[config.mk]
export PLATFORM = sky130hd
export DESIGN_NAME = edge_irq_ctrl
export DESIGN_NICKNAME = d
export VERILOG_FILES = /design/src/rtl/eic_pkg.sv /design/src/rtl/eic_enable_bank.sv /design/src/rtl/eic_edge_detect.sv /design/src/rtl/eic_flag_unit.sv /design/src/rtl/edge_irq_ctrl.sv
export SDC_FILE = /design/constraint.sdc
export NUM_CORES = 1
export LEC_CHECK = 0
export ABC_AREA = 1
export BUFFER_PORTS_ARGS = -buffer_cell sky130_fd_sc_hd__buf_2
export CAP_MARGIN = 20
export CORE_UTILIZATION = 33
export CTS_CLUSTER_DIAMETER = 60
export DETAILED_ROUTE_END_ITERATION = 10
export PLACE_DENSITY = 0.62
export SKIP_CTS_REPAIR_TIMING = 1
export SLEW_MARGIN = 20
export SYNTH_ARGS = -nofsm -noshare
export SYNTH_HDL_FRONTEND = slang
export SYNTH_HIERARCHICAL = 1
export SYNTH_SLANG_ARGS = --single-unit
[constraint.sdc]
create_clock -name clk -period 2.1 [get_ports clk]
set_input_delay 0 -clock clk [delete_from_list [all_inputs] [get_ports clk]]
set_output_delay 0 -clock clk [all_outputs]
set_load 0.01 [all_outputs]
[src/rtl/eic_pkg.sv]
package eic_pkg;
  localparam int DATA_W = 8;
  localparam int ADDR_W = 8;
  localparam int MAX_PORTS = 12;

  localparam logic [ADDR_W-1:0] ADR_CLEAR  = 8'h01;
  localparam logic [ADDR_W-1:0] ADR_STATUS = 8'h02;
  localparam logic [ADDR_W-1:0] ADR_CTRL   = 8'h03;

  localparam int PAGE_FIRST = 4;
  localparam logic [3:0] OFS_RISE = 4'h2;
  localparam logic [3:0] OFS_FALL = 4'h3;

  localparam int CTL_EDGE_IE = 0;
  localparam int CTL_OVF_IE  = 1;
  localparam int CTL_MASTER  = 2;
  localparam int CTL_RISE_ON = 3;
  localparam int CTL_FALL_ON = 4;

  localparam int CLR_OVF_BIT  = 2;
  localparam int CLR_EDGE_BIT = 3;

  typedef struct packed {
    logic irq;
    logic ovf;
    logic seen;
  } status_t;
endpackage

[src/rtl/eic_enable_bank.sv]
module eic_enable_bank
  import eic_pkg::*;
#(
  parameter int NUM_PORTS = 4
) (
  input  logic                        clk,
  input  logic                        rst,
  input  logic                        wr_en,
  input  logic [ADDR_W-1:0]           addr,
  input  logic [DATA_W-1:0]           wdata,
  output logic [NUM_PORTS*DATA_W-1:0] rise_en,
  output logic [NUM_PORTS*DATA_W-1:0] fall_en,
  output logic                        rd_hit,
  output logic [DATA_W-1:0]           rd_val
);
  logic [NUM_PORTS-1:0]             sel_page;
  logic [NUM_PORTS-1:0][DATA_W-1:0] rise_q;
  logic [NUM_PORTS-1:0][DATA_W-1:0] fall_q;
  logic                             is_rise;
  logic                             is_fall;

  assign is_rise = (addr[3:0] == OFS_RISE);
  assign is_fall = (addr[3:0] == OFS_FALL);

  for (genvar p = 0; p < NUM_PORTS; p++) begin : g_page
    localparam logic [3:0] PAGE = 4'(PAGE_FIRST + p);
    assign sel_page[p] = (addr[7:4] == PAGE);
    assign rise_en[p*DATA_W +: DATA_W] = rise_q[p];
    assign fall_en[p*DATA_W +: DATA_W] = fall_q[p];
  end

  always_ff @(posedge clk) begin
    if (rst) begin
      rise_q <= '0;
      fall_q <= '0;
    end else if (wr_en) begin
      for (int p = 0; p < NUM_PORTS; p++) begin
        if (sel_page[p] && is_rise) rise_q[p] <= wdata;
        if (sel_page[p] && is_fall) fall_q[p] <= wdata;
      end
    end
  end

  always_comb begin
    rd_hit = 1'b0;
    rd_val = '0;
    for (int p = 0; p < NUM_PORTS; p++) begin
      if (sel_page[p] && is_rise) begin
        rd_hit = 1'b1;
        rd_val = rise_q[p];
      end
      if (sel_page[p] && is_fall) begin
        rd_hit = 1'b1;
        rd_val = fall_q[p];
      end
    end
  end


  enable_hold_chk: assert property (@(posedge clk) disable iff (rst)
    !wr_en |=> $stable(rise_q) && $stable(fall_q))
    else $error("enable byte changed without a write");
endmodule

[src/rtl/eic_edge_detect.sv]
module eic_edge_detect
  import eic_pkg::*;
#(
  parameter int NUM_PORTS = 4
) (
  input  logic                        clk,
  input  logic                        rst,
  input  logic [NUM_PORTS*DATA_W-1:0] lines,
  input  logic [NUM_PORTS*DATA_W-1:0] rise_en,
  input  logic [NUM_PORTS*DATA_W-1:0] fall_en,
  input  logic                        rise_on,
  input  logic                        fall_on,
  output logic                        hit
);
  localparam int LINES = NUM_PORTS * DATA_W;

  logic [LINES-1:0]     prev_q;
  logic [NUM_PORTS-1:0] port_hit;

  always_ff @(posedge clk) begin
    if (rst) prev_q <= '0;
    else     prev_q <= lines;
  end

  for (genvar p = 0; p < NUM_PORTS; p++) begin : g_port
    logic [DATA_W-1:0] now_v, old_v, up_v, down_v;
    assign now_v  = lines[p*DATA_W +: DATA_W];
    assign old_v  = prev_q[p*DATA_W +: DATA_W];
    assign up_v   = now_v & ~old_v & rise_en[p*DATA_W +: DATA_W] & {DATA_W{rise_on}};
    assign down_v = old_v & ~now_v & fall_en[p*DATA_W +: DATA_W] & {DATA_W{fall_on}};
    assign port_hit[p] = |(up_v | down_v);
  end

  assign hit = |port_hit;


  quiet_lines_chk: assert property (@(posedge clk) disable iff (rst)
    (lines == $past(lines)) |-> !hit)
    else $error("edge reported on unchanged lines");
endmodule

[src/rtl/eic_flag_unit.sv]
module eic_flag_unit
  import eic_pkg::*;
(
  input  logic    clk,
  input  logic    rst,
  input  logic    hit,
  input  logic    clr_seen,
  input  logic    clr_ovf,
  input  logic    seen_ie_n,
  input  logic    ovf_ie_n,
  input  logic    master_n,
  output status_t status
);
  logic seen_q, ovf_q, irq_q;
  logic seen_n, ovf_n;

  always_comb begin
    seen_n = hit | (seen_q & ~clr_seen);
    ovf_n  = (hit & seen_q) | (ovf_q & ~clr_ovf);
  end

  always_ff @(posedge clk) begin
    if (rst) begin
      seen_q <= 1'b0;
      ovf_q  <= 1'b0;
      irq_q  <= 1'b0;
    end else begin
      seen_q <= seen_n;
      ovf_q  <= ovf_n;
      irq_q  <= master_n & ((seen_n & seen_ie_n) | (ovf_n & ovf_ie_n));
    end
  end

  assign status = '{irq: irq_q, ovf: ovf_q, seen: seen_q};


  ovf_rise_chk: assert property (@(posedge clk) disable iff (rst)
    $rose(ovf_q) |-> $past(seen_q))
    else $error("overflow set without a pending edge");


  edge_wins_chk: assert property (@(posedge clk) disable iff (rst)
    hit |=> seen_q)
    else $error("counted edge lost");


  clear_seen_chk: assert property (@(posedge clk) disable iff (rst)
    (clr_seen && !hit) |=> !seen_q)
    else $error("edge flag survived a clear");


  irq_needs_flag_chk: assert property (@(posedge clk) disable iff (rst)
    irq_q |-> (seen_q || ovf_q))
    else $error("interrupt without a flag");
endmodule

[src/rtl/edge_irq_ctrl.sv]
module edge_irq_ctrl
  import eic_pkg::*;
#(
  parameter int NUM_PORTS = 4
) (
  input  logic                        clk,
  input  logic                        rst,
  input  logic [7:0]                  bus_addr,
  input  logic                        bus_wr,
  input  logic                        bus_rd,
  input  logic [7:0]                  bus_wdata,
  output logic [7:0]                  bus_rdata,
  input  logic [NUM_PORTS*8-1:0]      line_in,
  output logic                        irq
);
  localparam int LINES = NUM_PORTS * DATA_W;

  logic [DATA_W-1:0] ctrl_q, ctrl_n;
  logic [LINES-1:0]  rise_en, fall_en;
  logic              bank_hit;
  logic [DATA_W-1:0] bank_val;
  logic              hit;
  logic              clr_seen, clr_ovf;
  status_t           status;
  logic [DATA_W-1:0] rd_val;
  logic [DATA_W-1:0] rdata_q;

  always_comb begin
    ctrl_n   = (bus_wr && bus_addr == ADR_CTRL) ? bus_wdata : ctrl_q;
    clr_seen = bus_wr && (bus_addr == ADR_CLEAR) && bus_wdata[CLR_EDGE_BIT];
    clr_ovf  = bus_wr && (bus_addr == ADR_CLEAR) && bus_wdata[CLR_OVF_BIT];
  end

  always_ff @(posedge clk) begin
    if (rst) ctrl_q <= '0;
    else     ctrl_q <= ctrl_n;
  end

  eic_enable_bank #(.NUM_PORTS(NUM_PORTS)) u_bank (
    .clk     (clk),
    .rst     (rst),
    .wr_en   (bus_wr),
    .addr    (bus_addr),
    .wdata   (bus_wdata),
    .rise_en (rise_en),
    .fall_en (fall_en),
    .rd_hit  (bank_hit),
    .rd_val  (bank_val)
  );

  eic_edge_detect #(.NUM_PORTS(NUM_PORTS)) u_detect (
    .clk     (clk),
    .rst     (rst),
    .lines   (line_in),
    .rise_en (rise_en),
    .fall_en (fall_en),
    .rise_on (ctrl_q[CTL_RISE_ON]),
    .fall_on (ctrl_q[CTL_FALL_ON]),
    .hit     (hit)
  );

  eic_flag_unit u_flags (
    .clk       (clk),
    .rst       (rst),
    .hit       (hit),
    .clr_seen  (clr_seen),
    .clr_ovf   (clr_ovf),
    .seen_ie_n (ctrl_n[CTL_EDGE_IE]),
    .ovf_ie_n  (ctrl_n[CTL_OVF_IE]),
    .master_n  (ctrl_n[CTL_MASTER]),
    .status    (status)
  );

  always_comb begin
    if (bus_addr == ADR_STATUS)    rd_val = {{(DATA_W-3){1'b0}}, status};
    else if (bus_addr == ADR_CTRL) rd_val = ctrl_q;
    else if (bank_hit)             rd_val = bank_val;
    else                           rd_val = '0;
  end

  always_ff @(posedge clk) begin
    if (rst)         rdata_q <= '0;
    else if (bus_rd) rdata_q <= rd_val;
    else             rdata_q <= '0;
  end

  assign bus_rdata = rdata_q;
  assign irq       = status.irq;


  rdata_idle_chk: assert property (@(posedge clk) disable iff (rst)
    !bus_rd |=> (bus_rdata == '0))
    else $error("read data without a read strobe");


  no_global_chk: assert property (@(posedge clk) disable iff (rst)
    !(ctrl_q[CTL_RISE_ON] || ctrl_q[CTL_FALL_ON]) |-> !hit)
    else $error("edge counted with both polarities off");


  master_off_chk: assert property (@(posedge clk) disable iff (rst)
    !ctrl_q[CTL_MASTER] |-> !irq)
    else $error("interrupt with master enable off");
endmodule

* Word level (Yosys, flattened, before mapping)
Index checks and enable logic that the tools add are counted.
** Storage, ports and cells
- Register bits :: 115
- Bits in latches :: 0
- RAM bits :: 0
- Bits in read-only memories :: 0
- Output and inout bits :: 9
- Memories kept :: 0
** Cells by class
- $add $sub $neg :: 0
- $mul :: 0
- Divide/modulo/power cells :: 0
- $lt $le $gt $ge :: 0
- Eq/ne operators :: 9
- Shifts and indexed selects :: 0
- Muxes and demuxes :: 20
- Bitwise operators :: 48
- Reduce and logical (&&, ||, !) cells :: 23
** Operator list (number)
- AND 8 bit :: 24
- two-way mux 8 bit :: 10
- NOT 8 bit :: 8
- OR 8 bit :: 4
- OR reduction 32 bit :: 1
- equality test 4 x 3 -> 1 bit, second input constant :: 4
- equality test 8 x 2 -> 1 bit, second input constant :: 2
- AND reduction 2 bit :: 8
- logical AND 1 bit :: 12
- equality test 4 x 2 -> 1 bit, second input constant :: 2
- equality test 8 x 1 -> 1 bit, second input constant :: 1
- two-way mux 1 bit :: 8
- AND 1 bit :: 6
- two-way mux 3 bit :: 2
- NOT 1 bit :: 3
- OR 1 bit :: 3
- OR reduction 3 bit :: 1
- OR reduction 2 bit :: 1

* Depth between registers and ports, before layout
Gate-level depths: netlist (run 1).
- Depth after elaboration :: 13
- Gate-level depth with buffers :: 15
- Depth with buffers taken out :: 13

* Modules after synthesis
Netlist (run 1), hierarchy kept.
** By module, submodules not included
- eic_enable_bank :: times used 1, cells an instance 401, area an instance 2975.4 µm²
- eic_edge_detect :: times used 1, cells an instance 256, area an instance 1682.9 µm²
- edge_irq_ctrl :: times used 1, cells an instance 137, area an instance 855.8 µm²
- eic_flag_unit :: times used 1, cells an instance 21, area an instance 146.4 µm²

* Worst setup path before layout (run 1)
No wires, ideal clock.
- Kind :: register to register
- From :: reg ctrl_q[4]
- To :: reg u_flags.irq_q
- Arrival time :: 1.246 ns
- Data required time :: 2.034 ns
- Slack :: 0.788 ns
- Stages on the path, launching flop included :: 12
- Path buffers :: 1
- Clock period less this slack :: 1.312 ns
- Cell sequence :: dfxtp_1 -> buf_2 -> nand4_1 -> nand4_1 -> nor2_1 -> nand2_1 -> nor2_1 -> nand2_1 -> nand2_1 -> nand2_1 -> nand2_1 -> a21oi_2
** On the way
- Word-level cells in the longest chain between the ends :: 8
** Ends and longest elaborated chain
- start, declared :: RTL line edge_irq_ctrl.sv:18 : logic [DATA_W-1:0] ctrl_q, ctrl_n;
- start signal, assigned :: RTL line edge_irq_ctrl.sv:36 : else ctrl_q <= ctrl_n;
- AND 8 bit :: RTL line eic_edge_detect.sv:30 : assign down_v = old_v & ~now_v & fall_en[p*DATA_W +: DATA_W] & {DATA_W{fall_on}};
- OR 8 bit :: RTL line eic_edge_detect.sv:31 : assign port_hit[p] = |(up_v | down_v);
- OR reduction 32 bit * :: RTL line eic_edge_detect.sv:34 : assign hit = |port_hit;
- via hit :: RTL line edge_irq_ctrl.sv:22 : logic hit;
- AND 1 bit :: RTL line eic_flag_unit.sv:19 : ovf_n = (hit & seen_q) | (ovf_q & ~clr_ovf);
- OR 1 bit :: RTL line eic_flag_unit.sv:19
- AND 1 bit :: RTL line eic_flag_unit.sv:30 : irq_q <= master_n & ((seen_n & seen_ie_n) | (ovf_n & ovf_ie_n));
- OR 1 bit * :: RTL line eic_flag_unit.sv:30
- AND 1 bit * :: RTL line eic_flag_unit.sv:30
- end signal, assigned :: RTL line eic_flag_unit.sv:30
- end, declared :: RTL line eic_flag_unit.sv:14 : logic seen_q, ovf_q, irq_q;
Mark *: on every way through the listed nets, which the timed path passes. The rest lies on a longest branch.
A chain may end at the register's enable or synchronous reset.

* Worst setup path after layout (run 1)
Ends and elaborated chain as after synthesis.

==> results of run 1 <==
==> synthesized netlist by cell type, drive strengths merged <==
cell type and count:
o32ai 1, buf 24, nand2 147, clkinv 1, nor2 93, nand4 78
dfxtp 115, a21oi 74, clkbuf 12, nand3 84, nor3 1, o21bai 5
inv 138, o21ai 42
==> kinds of logic (layout without fill, tap and decap cells) <==
logic type	Yosys count	in the layout
flip-flops	115	115
AO/OA/AOI/OAI	122	122
buffers and inverters	175	273
AND/OR/NAND/NOR	403	403
==> routing by layer <==
layer  part of all wire [%]  global-route usage [%]
met3                    7.0                    3.72
met5                      0                       0
met1                     47                    29.6
met2                     43                    31.1
met4                    2.7                    7.66
==> final timing paths <==
path | end | slack (ns) | cells past startpoint
worst max-delay path | u_flags/irq_q$_SDFF_PP0_ | 0.31 | 13
worst min-delay path | bus_rdata[1]$_SDFF_PP0_ | -0.03 | 5
worst max register to register | u_flags/irq_q$_SDFF_PP0_ | 0.31 | 13
worst min register to register | bus_rdata[5]$_SDFF_PP0_ | 0.47 | 2
==> sequential cells by signal (all words and copies together), names as in the netlist <==
signal,flops
u_flags/irq_q,1
u_flags/ovf_q,1
u_bank/rise_en,32
ctrl_q,8
u_detect/prev_q,32
u_bank/fall_en,32
bus_rdata,8
u_flags/seen_q,1
==> worst register-to-register path, stage by stage, from the launching register on <==
cell and delay (ns):
dfxtp_1 0.31, buf_4 0.21, nand4_1 0.12, nand2_1 0.06, inv_1 0.05, nand2_1 0.05
nor2_1 0.16, nand2_1 0.10, nor2_1 0.22, nand2_1 0.13, nand2_1 0.10, nand2_1 0.06
nand2_1 0.07, a21oi_2 0.05
==> layout make-up <==
| type | instances | area share, % |
|---|---|---|
| Multi-Input combinational cell | 525 | 37.1 |
| Sequential cell | 115 | 32.7 |
| Timing Repair Buffer | 106 | 10.7 |
| Tap cell | 220 | 3.90 |
| Inverter | 139 | 7.40 |
| Clock buffer | 22 | 6.73 |
| Clock inverter | 6 | 1.49 |
==> power breakdown <==
group / switching [W] / leakage [nW] / internal (W)
logic: 0.000213 / 1.93 / 0.000126
clock network: 0.000968 / 0.288 / 0.00192
registers: 0.0000201 / 0.935 / 0.00222
total: 0.00120 / 3.15 / 0.00427
==> stage by stage <==
stage               std cells  worst slack (ns)  power (W)
finish                   1133             0.307    0.00547
detailed placement       1066             0.221    0.00257
CTS                      1094             0.368    0.00544
global placement         1066             0.238    0.00256
global route             1133             0.228    0.00564
floorplan                 815             0.788    0.00243
==> qor_table.md, run 1 <==
| Stage | Parameter | Reported |
|:---|:---|:---|
| run status | Run status | finished, violations left |
| run status | Failing checks | negative hold slack |
| route | Routed wire length | 18000 µm |
| cts | Clock latency on the worst-skew pair | 0.41 ns |
| synthesis | Largest family of logic cells by synthesized area | simple AND/OR/NAND/NOR gates |
| layout | Synth-to-layout area growth | 24.5% |
| route | Iteration-0 DRC count of the detailed router | 692 |
| sta | Pins Over Slew Limit | 0 |
| synthesis | Cell type with the highest aggregate area in the netlist | dfxtp_1 |
| floorplan | Starting density of the core | 34.0% |
| route | Number of remaining DRC errors | 0 |
| layout | Ratio of cells with drive above 1 in the final layout | 15.3% |
| setup path | Critical Path Slowest Stage Cell | dfxtp_1 |
| synthesis | Largest cells by area after synthesis | dfxtp_1 (41%), nand2_1 (9.0%), nand4_1 (8.6%), inv_1 (8.6%), nand3_1 (7.3%) |
| cts | Count of H-tree levels built during CTS | 4 |
| sta | Hold Violations, Final | 4 |
| global routing | All-layer global routing usage | 20.8% |
| layout | Sequential standard cell area | 0.00230 mm² |
| setup path | First element of the critical path | ctrl_q[4]$_SDFFE_PP0P_ |
| setup path | Crit-path max FO | 20 |
| sta | Share of the clock period used by the worst path | 85.4% |
| route | Number of search-and-repair iterations in the first detailed-routing pass | 6 |
| floorplan | Placeable core area | 0.0166 mm² |
| synthesis | Synthesized flop and latch total | 115 |
| route | Remaining antenna violation count | 0 |
| cts | CTS tree | built |
| placement | Routability congestion estimate from global placement | 0.902 |
| sta | Worst clock skew on the final layout | 0.00707 ns |
| sta | Minimum hold slack | -0.0266 ns |
| cts | Cell at the root of the clock tree | clkbuf_16 |
| setup path | Worst endpoint required time | 2.41 ns |
| sta | Unrepaired setup endpoints after global routing | false |
| synthesis | Sequential-to-total area share from yosys stat | 40.7% |
| worst hold path | Hold WC Path Type | primary input to flop |
| power and ir drop | Areal power density over the cells | 776 mW/mm² |
| setup path | CP max stage delay | 0.31 ns |
| global routing | Maximum number of pins on one net before global-route repair | 46 |
| setup path | Data arrival time at the worst-slack endpoint | 2.10 ns |
| power and ir drop | VDD IR max | 0.000536 V |
| synthesis | Total nets after synthesis | 867 |
| setup path | Launch instance of the worst register-to-register path | ctrl_q[4]$_SDFFE_PP0P_ |
| layout | Area taken by multi-input logic gates | 0.00262 mm² |
| floorplan | Horizontal die dimension | 133 µm |
| layout | Cell area after layout | 0.00705 mm² |
| global routing | Vias in the first global route | 5008 |
| job | Maximum Capacitance Violations | 0 |
| cts | Max clock buf depth | 2 |
| route | Routed wire length per instance | 15.9 µm |
| layout | Antenna Cells | 0 |
| floorplan | IO Pins | 61 |
| layout | Post-layout net count | 956 |
| cts | Clock-pin slew of the registers on the worst-case setup and hold paths | 0.05 ns |
| sta | Worst-margin pin slew | 1.04 ns |
| sta | Fmax achieved | 558 MHz |
| setup path | Startpoint type of the worst setup path | flop |
| synthesis | Post-Synthesis Mean Instance Area | 6.95 µm² |
| layout | Most common library cell in the layout ignoring fill and taps | nand2_1 |
| floorplan | Die Y-Extent | 133 µm |
| placement | Detailed placement HPWL | 12700 µm |
| sta | Relative max-transition margin | 30.1% |
| synthesis | Area fraction in compound gates after synthesis | 11.7% |
| global routing | Wire length of the first global-routing pass | 28200 µm |
| sta | Final sum of negative setup slack | 0 ns |
| setup path | Ordered cell list for the critical path | buf_4, nand4_1, nand2_1, inv_1, nand2_1, nor2_1, nand2_1, nor2_1, nand2_1, nand2_1, nand2_1, nand2_1, a21oi_2 |
| synthesis | Post-synthesis simple-gate area fraction | 34.5% |
| synthesis | Post-synthesis xor/xnor area fraction | 0% |
| layout | Fillcell total | 1746 |
| setup path | Family with the most delay on the worst path | simple AND/OR/NAND/NOR gates |
| floorplan | Number of rows created at floorplan | 47 |
| sta | Setup violation total in the final timing report | 0 |
| synthesis | Synth unique cells | 25 |
| setup path | Most common cell type on the critical path | nand2_1 |
| setup path | Crit end category | flop |
| global routing | Antenna violations before repair | 0 |
| synthesis | Mux share of post-synthesis cell area | 0% |
| layout | Top library cells by usage in the layout, fill and taps aside | nand2_1 (135), inv_1 (128), dfxtp_1 (115), nand3_1 (82), nor2_1 (79) |
| setup path | Crit path kind | flop to flop |
| placement | Dpl cell area | 0.00608 mm² |
| synthesis | Mapped Cells | 815 |
| cts | TritonCTS sink count | 115 |
| floorplan | Area of the die | 0.0177 mm² |
| synthesis | Area share of the largest cell type after synthesis | 40.7% |
| sta | Min cycle time layout | 1.79 ns |
| layout | Util after Layout | 42.4% |
| synthesis | Adder-cell share of the synthesized area | 0% |
| synthesis | Warnings, synthesis | 6 |
| route | Vias after detailed routing | 5770 |
| global routing | Remaining global-route overflow | 0 |
| setup path | CP bufs+invs | 2 |
| power and ir drop | Leakage power of the design | 3.15 nW |
| cts | Number of buffers added by the clock tree synthesis step | 17 |
| synthesis | Synthesized cell area | 0.00566 mm² |
| route | Drt via density | 5.09 |
| placement | Number of port buffers | 60 |
| worst hold path | Hold Path Origin | bus_rd |
No activity file was read; power rests on OpenSTA's default activity.
==> run 2: changes to the inputs <==
- CORE_MARGIN: not set -> 4
- CTS_CLUSTER_SIZE: not set -> 28
- HOLD_SLACK_MARGIN: not set -> 0.15
==> qor_table.md, run 2 (same netlist as run 1, synthesis figures left out) <==
| Stage | Parameter | Reported | Delta |
|:---|:---|:---|:---|
| setup path | Critical Path Sink | bus_rdata[2]$_SDFF_PP0_ | was u_flags/irq_q$_SDFF_PP0_ |
| layout | Top library cells by usage in the layout, fill and taps aside | nand2_1 (135), inv_1 (128), dfxtp_1 (115), nand3_1 (82), nor2_1 (79) | unchanged |
| global routing | Wire length of the first global-routing pass | 28500 µm | was 28200 µm |
| route | Iteration-0 DRC count of the detailed router | 634 | was 692 |
| setup path | Ordered cell list for the critical path | buf_2, dlygate4sd3_1, nor2_4, dlygate4sd3_1, nand2_1, nor2_2, nand3_1, dlygate4sd3_1, nand2_1 | was buf_4, nand4_1, nand2_1, inv_1, nand2_1, nor2_1, nand2_1, nor2_1, nand2_1, nand2_1, nand2_1, nand2_1, a21oi_2 |
| global routing | Vias in the first global route | 5089 | was 5008 |
| setup path | Crit-path max FO | 5 | was 20 |
| cts | Max clock buf depth | 2 | unchanged |
| route | Vias after detailed routing | 5835 | was 5770 |
| floorplan | Horizontal die dimension | 139 µm | was 133 µm |
| route | Number of search-and-repair iterations in the first detailed-routing pass | 5 | was 6 |
| setup path | Worst reg2reg path endpoint | u_flags/irq_q$_SDFF_PP0_ | unchanged |
| cts | TritonCTS sink count | 115 | unchanged |
| sta | Pins Over Slew Limit | 0 | unchanged |
| layout | Antenna Cells | 0 | unchanged |
| sta | Relative max-transition margin | 57.4% | was 30.1% |
| cts | Cell at the root of the clock tree | clkbuf_16 | unchanged |
| layout | Post-layout net count | 982 | was 956 |
| floorplan | Starting density of the core | 33.9% | was 34.0% |
| setup path | Launch instance of the worst register-to-register path | ctrl_q[4]$_SDFFE_PP0P_ | unchanged |
| route | Number of remaining DRC errors | 0 | unchanged |
| floorplan | Placeable core area | 0.0167 mm² | was 0.0166 mm² |
| setup path | Critical Path Slowest Stage Cell | dlygate4sd3_1 | was dfxtp_1 |
| layout | Ratio of cells with drive above 1 in the final layout | 15.7% | was 15.3% |
| layout | Cell area after layout | 0.00730 mm² | was 0.00705 mm² |
| sta | Min cycle time layout | 2.09 ns | was 1.79 ns |
| sta | Setup violation total in the final timing report | 0 | unchanged |
| cts | Count of H-tree levels built during CTS | 4 | unchanged |
| sta | Fmax achieved | 479 MHz | was 558 MHz |
| setup path | Number of cells traversed by the worst register-to-register path | 13 | unchanged |
| layout | Sequential standard cell area | 0.00230 mm² | unchanged |
| setup path | CP max stage delay | 0.59 ns | was 0.31 ns |
| route | Drt via density | 5.02 | was 5.09 |
| setup path | Most common cell type on the critical path | dlygate4sd3_1 | was nand2_1 |
| worst hold path | Hold WC Path Type | primary input to flop | unchanged |
| run status | Run status | finished clean | was finished, violations left |
| sta | Hold Violations, Final | 0 | was 4 |
| setup path | Startpoint type of the worst setup path | primary input | was flop |
| layout | Most common library cell in the layout ignoring fill and taps | nand2_1 | unchanged |
| power and ir drop | Tot Pwr | 0.00545 W | was 0.00547 W |
| sta | Share of the clock period used by the worst path | 99.4% | was 85.4% |
| setup path | Number of cells on the critical path | 9 | was 13 |
| cts | Number of buffers added by the clock tree synthesis step | 17 | unchanged |
| cts | CTS tree | built | unchanged |
| power and ir drop | VDD IR max | 0.000541 V | was 0.000536 V |
| setup path | Crit end category | flop | unchanged |
| floorplan | Die Y-Extent | 139 µm | was 133 µm |
| layout | Synth-to-layout area growth | 29.0% | was 24.5% |
| cts | Clock latency on the worst-skew pair | 0.42 ns | was 0.41 ns |
| setup path | R2R setup slack | 0.38 ns | was 0.31 ns |
| placement | Dpl cell area | 0.00609 mm² | was 0.00608 mm² |
| job | Maximum Capacitance Violations | 0 | unchanged |
| power and ir drop | Leakage power of the design | 3.27 nW | was 3.15 nW |
| layout | Area taken by multi-input logic gates | 0.00262 mm² | unchanged |
| global routing | Remaining global-route overflow | 0 | unchanged |
| setup path | Worst endpoint required time | 2.46 ns | was 2.41 ns |
| setup path | Family with the most delay on the worst path | buffers and inverters | was simple AND/OR/NAND/NOR gates |
| route | Routed wire length | 18700 µm | was 18000 µm |
| global routing | All-layer global routing usage | 18.7% | was 20.8% |
| floorplan | Number of rows created at floorplan | 47 | unchanged |
| layout | Fillcell total | 1764 | was 1746 |
| route | Routed wire length per instance | 16.0 µm | was 15.9 µm |
| cts | Clock-pin slew of the registers on the worst-case setup and hold paths | 0.06 ns | was 0.05 ns |
| setup path | CP bufs+invs | 4 | was 2 |
| floorplan | IO Pins | 61 | unchanged |
| route | Remaining antenna violation count | 0 | unchanged |
| floorplan | Area of the die | 0.0193 mm² | was 0.0177 mm² |
| setup path | Crit path kind | primary input to flop | was flop to flop |
| placement | Number of port buffers | 60 | unchanged |
| setup path | First element of the critical path | bus_addr[2] | was ctrl_q[4]$_SDFFE_PP0P_ |
| power and ir drop | Areal power density over the cells | 746 mW/mm² | was 776 mW/mm² |
| global routing | Antenna violations before repair | 0 | unchanged |
| global routing | Maximum number of pins on one net before global-route repair | 45 | was 46 |
| placement | Detailed placement HPWL | 13100 µm | was 12700 µm |
| setup path | Data arrival time at the worst-slack endpoint | 2.45 ns | was 2.10 ns |
| placement | Routability congestion estimate from global placement | 0.935 | was 0.902 |
| sta | Worst-margin pin slew | 0.639 ns | was 1.04 ns |
| sta | Worst clock skew on the final layout | 0.00907 ns | was 0.00707 ns |
## run 2: cell count changes in the layout (fill, tap and decap cells not counted), sizes merged
cell,before,now
buf,67,68
clkinv,5,6
dlygate4sd3,39,64
clkbuf,22,17
clkinvlp,0,2
bufinv,3,1
inv,137,145
## run 2: power breakdown
group          total (W)  internal, W  switching [W]
logic           0.000379     0.000154       0.000225
registers        0.00224      0.00222      0.0000198
clock network    0.00283      0.00166        0.00117
total            0.00545      0.00403        0.00141
## run 2: cell type report
cell class / count / area share, %
tap: 220 / 3.77
clock buffer: 17 / 5.83
sequential: 115 / 31.5
timing repair buffer: 132 / 13.9
inverter: 139 / 7.15
clock inverter: 15 / 2.04
multi-input combinational: 525 / 35.8
## run 2: how the worst min path moves through the flow
stage,startpoint,end,slack [ns],cells past startpoint
global placement,line_in[15],u_detect/prev_q[15]$_SDFF_PP0_,0.24,3
global route,bus_addr[1],bus_rdata[0]$_SDFF_PP0_,0.17,7
CTS,line_in[18],u_detect/prev_q[18]$_SDFF_PP0_,-0.20,3
floorplan,rst,u_flags/ovf_q$_SDFF_PP0_,0.07,1
detailed placement,line_in[1],u_detect/prev_q[1]$_SDFF_PP0_,0.25,3
finish,bus_addr[1],bus_rdata[0]$_SDFF_PP0_,0.13,7
## run 2: per-stage QoR
step                      setup slack, ns  std cells  hold WS (ns)  setup TNS, ns  util [%]
after CTS                           0.394       1099        -0.204              0      39.9
after global routing              -0.0417       1163         0.174        -0.0549      43.7
after global placement              0.192       1067         0.237              0      36.4
after detailed placement            0.193       1067         0.246              0      36.4
after floorplan                     0.788        815        0.0691              0         -
final                              0.0129       1163         0.134              0      43.7
## run 2: worst min-delay path, stage by stage
cell	delay [ns]
buf_2	0.14
inv_1	0.07
nor2_1	0.04
nand2_1	0.06
nor2_2	0.07
nand3_1	0.07
nand2_1	0.05
## run 2: routing by layer
| metal | up-vias | wire [µm] | GRT usage (%) |
|---|---|---|---|
| li1 | 2908 | - | - |
| met1 | 2713 | 8690 | 26.1 |
| met2 | 191 | 8610 | 28.6 |
| met3 | 23 | 1080 | 3.90 |
| met4 | 0 | 276 | 6.90 |
| met5 | - | 0 | 0 |
